`src/rtl/shcmp_pkg.sv`:
```
package shcmp_pkg;

  typedef enum logic [1:0] {
    CNT_HALT   = 2'b00,
    CNT_UP     = 2'b01,
    CNT_CONT   = 2'b10,
    CNT_UPDOWN = 2'b11
  } cntMode_e;

  typedef enum logic [1:0] {
    LD_NOW     = 2'b00,
    LD_ZERO    = 2'b01,
    LD_ZERO_PK = 2'b10,
    LD_OWN     = 2'b11
  } ldMode_e;

  // strobes from control to datapath
  typedef struct packed {
    logic wrVis;
    logic latchFromBus;
    logic latchFromVis;
  } dpStrobe_t;

endpackage

```
`src/rtl/shcmp_datapath.sv`:
```
module shcmp_datapath
  import shcmp_pkg::*;
#(
  parameter int CNT_W = 16
) (
  input  logic             clk,
  input  logic             rstN,
  input  dpStrobe_t        strb,
  input  logic [CNT_W-1:0] wrData,
  input  logic [CNT_W-1:0] timerCount,
  input  logic [CNT_W-1:0] periodVal,
  output logic             hitLatch,
  output logic             hitZero,
  output logic             hitPeriod
);

  localparam logic [CNT_W-1:0] ZERO_CNT = '0;

  logic [CNT_W-1:0] visReg;
  logic [CNT_W-1:0] cmpLatch;

  always_ff @(posedge clk or negedge rstN) begin
    if (!rstN) begin
      visReg <= '0;
    end else if (strb.wrVis) begin
      visReg <= wrData;
    end
  end

  always_ff @(posedge clk or negedge rstN) begin
    if (!rstN) begin
      cmpLatch <= '0;
    end else if (strb.latchFromBus) begin
      cmpLatch <= wrData;
    end else if (strb.latchFromVis) begin
      cmpLatch <= visReg;
    end
  end

  // comparison uses the registered latch, i.e. the pre-transfer value
  assign hitLatch  = (timerCount == cmpLatch);
  assign hitZero   = (timerCount == ZERO_CNT);
  assign hitPeriod = (timerCount == periodVal);


  latch_hold_chk: assert property (@(posedge clk) disable iff (!rstN)
    !(strb.latchFromBus || strb.latchFromVis) |=> $stable(cmpLatch));


  latch_now_chk: assert property (@(posedge clk) disable iff (!rstN)
    strb.latchFromBus |=> (cmpLatch == visReg));

endmodule

```
`src/rtl/shcmp_ctrl.sv`:
```
module shcmp_ctrl
  import shcmp_pkg::*;
(
  input  logic      clk,
  input  logic      rstN,
  input  logic      capMode,
  input  logic      wrEn,
  input  ldMode_e   ldMode,
  input  cntMode_e  cMode,
  input  logic      flagClr,
  input  logic      hitLatch,
  input  logic      hitZero,
  input  logic      hitPeriod,
  output dpStrobe_t strb,
  output logic      irqFlag,
  output logic      eqPulse
);

  logic pending;
  logic matchNow;
  logic matchPrev;
  logic matchRise;
  logic loadEvt;

  always_comb begin
    unique case (ldMode)
      LD_ZERO:    loadEvt = hitZero;
      LD_ZERO_PK: loadEvt = hitZero || ((cMode == CNT_UPDOWN) && hitPeriod);
      LD_OWN:     loadEvt = hitLatch;
      default:    loadEvt = 1'b0;
    endcase
  end

  always_comb begin
    strb.wrVis        = wrEn;
    strb.latchFromBus = wrEn && (ldMode == LD_NOW);
    strb.latchFromVis = pending && loadEvt && !strb.latchFromBus;
  end

  always_ff @(posedge clk or negedge rstN) begin
    if (!rstN) begin
      pending <= 1'b0;
    end else if (wrEn) begin
      pending <= (ldMode != LD_NOW);
    end else if (strb.latchFromVis) begin
      pending <= 1'b0;
    end
  end

  assign matchNow  = !capMode && hitLatch;
  assign matchRise = matchNow && !matchPrev;

  always_ff @(posedge clk or negedge rstN) begin
    if (!rstN) begin
      matchPrev <= 1'b0;
      eqPulse   <= 1'b0;
      irqFlag   <= 1'b0;
    end else begin
      matchPrev <= matchNow;
      eqPulse   <= matchRise;
      irqFlag   <= matchRise || (irqFlag && !flagClr);
    end
  end


  eq_single_chk: assert property (@(posedge clk) disable iff (!rstN)
    eqPulse |=> !eqPulse);


  eq_sets_flag_chk: assert property (@(posedge clk) disable iff (!rstN)
    eqPulse |-> irqFlag);


  flag_sticky_chk: assert property (@(posedge clk) disable iff (!rstN)
    (irqFlag && !flagClr) |=> irqFlag);


  cap_quiet_chk: assert property (@(posedge clk) disable iff (!rstN)
    capMode |=> !eqPulse);


  now_no_pend_chk: assert property (@(posedge clk) disable iff (!rstN)
    (wrEn && ldMode == LD_NOW) |=> !pending);


  pend_hold_chk: assert property (@(posedge clk) disable iff (!rstN)
    (pending && !wrEn && !loadEvt) |=> pending);

endmodule

```
`src/rtl/shadow_cmp_channel.sv`:
```
module shadow_cmp_channel
  import shcmp_pkg::*;
#(
  parameter int CNT_W = 16
) (
  input  logic             clk,
  input  logic             rstN,
  input  logic [CNT_W-1:0] timerCount,
  input  logic [1:0]       cntMode,
  input  logic [CNT_W-1:0] periodVal,
  input  logic             capMode,
  input  logic             wrEn,
  input  logic [CNT_W-1:0] wrData,
  input  logic [1:0]       loadSel,
  input  logic             flagClr,
  output logic             irqFlag,
  output logic             eqPulse
);

  dpStrobe_t strb;
  logic      hitLatch;
  logic      hitZero;
  logic      hitPeriod;

  shcmp_ctrl u_ctrl (
    .clk       (clk),
    .rstN      (rstN),
    .capMode   (capMode),
    .wrEn      (wrEn),
    .ldMode    (ldMode_e'(loadSel)),
    .cMode     (cntMode_e'(cntMode)),
    .flagClr   (flagClr),
    .hitLatch  (hitLatch),
    .hitZero   (hitZero),
    .hitPeriod (hitPeriod),
    .strb      (strb),
    .irqFlag   (irqFlag),
    .eqPulse   (eqPulse)
  );

  shcmp_datapath #(.CNT_W(CNT_W)) u_dp (
    .clk        (clk),
    .rstN       (rstN),
    .strb       (strb),
    .wrData     (wrData),
    .timerCount (timerCount),
    .periodVal  (periodVal),
    .hitLatch   (hitLatch),
    .hitZero    (hitZero),
    .hitPeriod  (hitPeriod)
  );

endmodule

```
`config.mk`:
```
export PLATFORM = sky130hd
export DESIGN_NAME = shadow_cmp_channel
export DESIGN_NICKNAME = d
export VERILOG_FILES = /design/src/rtl/shcmp_pkg.sv /design/src/rtl/shcmp_datapath.sv /design/src/rtl/shcmp_ctrl.sv /design/src/rtl/shadow_cmp_channel.sv
export SDC_FILE = /design/constraint.sdc
export NUM_CORES = 1
export LEC_CHECK = 0
export ABC_AREA = 1
export BUFFER_PORTS_ARGS = -buffer_cell sky130_fd_sc_hd__buf_2
export CORE_ASPECT_RATIO = 1.75
export CORE_MARGIN = 3
export CORE_UTILIZATION = 45
export CTS_CLUSTER_SIZE = 25
export DETAILED_ROUTE_END_ITERATION = 8
export PLACE_DENSITY = 0.7
export SYNTH_ARGS = -nofsm -noshare
export SYNTH_HDL_FRONTEND = slang
export SYNTH_HIERARCHICAL = 1
export SYNTH_SLANG_ARGS = --single-unit
export TNS_END_PERCENT = 20
```
`constraint.sdc`:
```
create_clock -name clk -period 3.21 [get_ports clk]
set_input_delay 0.642 -clock clk [delete_from_list [all_inputs] [get_ports clk]]
set_output_delay 0.642 -clock clk [all_outputs]
set_load 0.05 [all_outputs]
```
==> summary.txt <==
Final layout
  • Layout cells sized above 1: 27.36%
  • Sequential cell area: 900.9 sq um
  • Diodes inserted: 0
  • Nets: between 300 and 400
  • Fill cells: 469
  • Footprint of the multi-input gates: a little over 1000 sq um
  • Layout area overhead: 19.09%
  • Post-layout util: 56.75%

Clock tree
  • CTS Hold Bufs: 0
  • Resized Gates After CTS: 0
  • # H-tree levels: 2
  • CTS tree: yes
  • # Post-CTS Setup Buffers: 0
  • Clock Tree Buf Depth: 2
  • CTS clk-pin slew, worst paths: roughly 0.070 ns
  • Num CTS Buffers: 5
  • Clk_lat worst skew: 0.28 ns
  • Root Driver: clkbuf_8
  • Clk sink count: 36

Synthesis
  • Post-Syn Area: 2137 sq um
  • Synth area leaders: dfrtp_1 (42%), nand2_1 (13%), xnor2_1 (9.0%), inv_1 (6.9%), a211oi_2 (5.9%)
  • Syn_nets: ~330
  • FF+latch count, synth: 36
  • Syn_area_per_cell: 7.944 sq um
  • Top-area cell type share of the netlist area: 42.15%
  • Synth warn: 6
  • Synth unique cells: 25
  • Synth Instances: 269
  • Register area share after synthesis: 42.15%
  • Cell accounting for the most synthesized area: dfrtp_1

Critical path
  • Crit path required time: 3.35 ns
  • CP endpoint kind: register
  • CP max stage delay: 0.41 ns
  • Startpoint types: input port
  • Arr. time, crit path: 2.39 ns
  • Worst-path cell chain: buf_2, inv_1, nand2_1, nand2_1, nand2_1, nor2_1, nand2_1, nor2_1, nor2_1, nor2_1, nand2_2, nor2_1, inv_1, nor2_4, a211oi_2
  • Crit-path most repeated cell: nor2_1
  • CP Class: input port to register
  • CP max stage cell: nor2_4
  • Critical Path Fanout Max: 15

GRT
  • Global-route wire length before repair: about 8.1 mm
  • Vias in the first global route: approximately 1800
  • All-Layer GR Usage: roughly 18%
  • Initial antenna violation count: 0
  • Total grt overflow: 0
  • Largest net degree at the start of global routing: 37

Power
  • Max IR drop VDD: 425.9 uV
  • Pwr dens: 455.6 nW/um^2
  • Leakage power: 0.001278 uW

Timing
  • RSZ-0062 raised after global routing: no
  • Fin crit period: 2.252 ns
  • Slew HR: 45.85%
  • Setup_tns: 0 ns
  • Final setup fails: 0
  • Least-Margin Pin Slew: 0.8122 ns
  • Final slew viol count: 0
  • Clock skew: 0.003841 ns
  • Max Clock Freq: 444.1 MHz
  • Post-route setup slack: 0.9581 ns
  • Fin crit share: 70.15%
  • Final hold vios: 0

Detailed routing
  • Vias per inst: between 4 and 5
  • DR vias: 1837
  • DRT iter0 DRCs: 52
  • Final wirelength: around 4.7 mm
  • DRT Pass-1 Iters: 5
  • Wire per inst: 12.43 um
  • # DRC: 0
  • Routed Antenna Nets: 0

Flow run
  • Max_cap viols: 0

Place
  • DP Wirelength: 3.632 mm
  • # port buffers: 58
  • Pre-CTS WS: between 0.6 and 0.7 ns
  • GP Congestion: 0.8030

Floorplan
  • Site Rows: 32
  • Initial core utilization: ~48%
  • I/O pin total: 59
  • Die height: a little under 100 um
  • Die Area: roughly 5600 sq um
  • Die span in x: 58.10 um
  • CORE AREA: approximately 4500 sq um

Outcome
  • Status: finished, final reports clean

Hold path
  • Hold Crit Class: register to register
[worst paths after layout]
path	from	endpoint	slack [ns]	depth (start not counted)
hold / removal	u_ctrl/matchPrev	u_ctrl/eqPulse	0.43	1
min in group asynchronous	rstN	u_ctrl/eqPulse	0.45	1
hold reg to reg	u_ctrl/matchPrev	u_ctrl/eqPulse	0.43	1
setup reg to reg	u_dp/cmpLatch[0]	u_dp/cmpLatch[6]	1.04	14
setup / recovery	timerCount[1]	u_dp/cmpLatch[6]	0.96	15
max in group asynchronous	rstN	u_dp/visReg[1]	2.25	1
[flip-flops by register name, summed over array words and instances (netlist names)]
signal and flops:
u_ctrl/matchPrev 1, u_dp/visReg 16, u_ctrl/irqFlag 1, u_ctrl/eqPulse 1
u_ctrl/pending 1, u_dp/cmpLatch 16
[synthesized netlist by cell type]
library cell and count:
nand2_1 75, inv_1 39, dfrtp_1 36, nor2_1 32, xnor2_1 22, o21ai_0 16
nor3_1 11, a211oi_2 10, a221oi_2 4, nor4_1 4, buf_2 2, buf_4 2
buf_6 2, clkbuf_1 2, nand2_2 2, a211oi_1 1, a21oi_1 1, a31oi_2 1
inv_2 1, nand3_2 1, nor2_2 1, nor2_4 1, nor3_2 1, o21ai_2 1
o21bai_1 1
[final cells by class]
cell class,count,share of cell area [%]
Tap cell,51,2.507
Clock inverter,1,0.2950
Inverter,40,5.900
Sequential cell,36,35.40
Multi-Input combinational cell,185,40.51
Clock buffer,7,3.392
Timing Repair Buffer,60,12.00
[kinds of logic (layout without fill, tap and decap cells)]
group,after synthesis,after routing,synth area share [%]
XOR/XNOR,22,22,9.016
flip-flops,36,36,42.15
buffers and inverters,48,108,9.602
AND/OR/NAND/NOR,128,128,24.88
AO/OA/AOI/OAI,35,35,14.34
[critical path: cells and delay by family]
kind | cells | cell delay [ns]
simple gates | 11 | 1.32
compound gates | 1 | 0.14
buf+inv | 3 | 0.27
[routing by layer]
layer,track usage (%),part of all wire [%]
met5,0,0
met4,8.393,3.3
met3,3.191,4.2
met2,32.14,53
met1,20.44,39
[through the flow]
step                instance area [sq um]  total power, uW  std cells  hold WS [ns]
finish                               2545             1159        380        0.4273
global placement                     2451            830.7        372        0.4184
detailed placement                   2451            838.9        372        0.4217
floorplan                            2137            745.2        269        0.3464
CTS                                  2545             1176        380        0.4320
global route                         2545             1238        380        0.4460
[power by group]
part	internal, uW	switching, uW	leakage, uW
Sequential	516	36.7	0.000424
Combinational	130	147	0.000810
Clock	174	155	0.0000445
Total	820	339	0.00128
[cells in the final DEF (no fill, tap or decap), types with 2 or more instances in the layout]
master    instances
a211oi_2         10
nor4_1            4
nor2_1           32
dfrtp_1          36
nand2_1          75
a221oi_2          4
o21ai_0          16
inv_1            39
xnor2_1          22
nor3_1           11
nand2_2           2
buf_2            58
clkbuf_8          6
buf_4             2
Note: power is estimated with default switching activity, not from simulation.
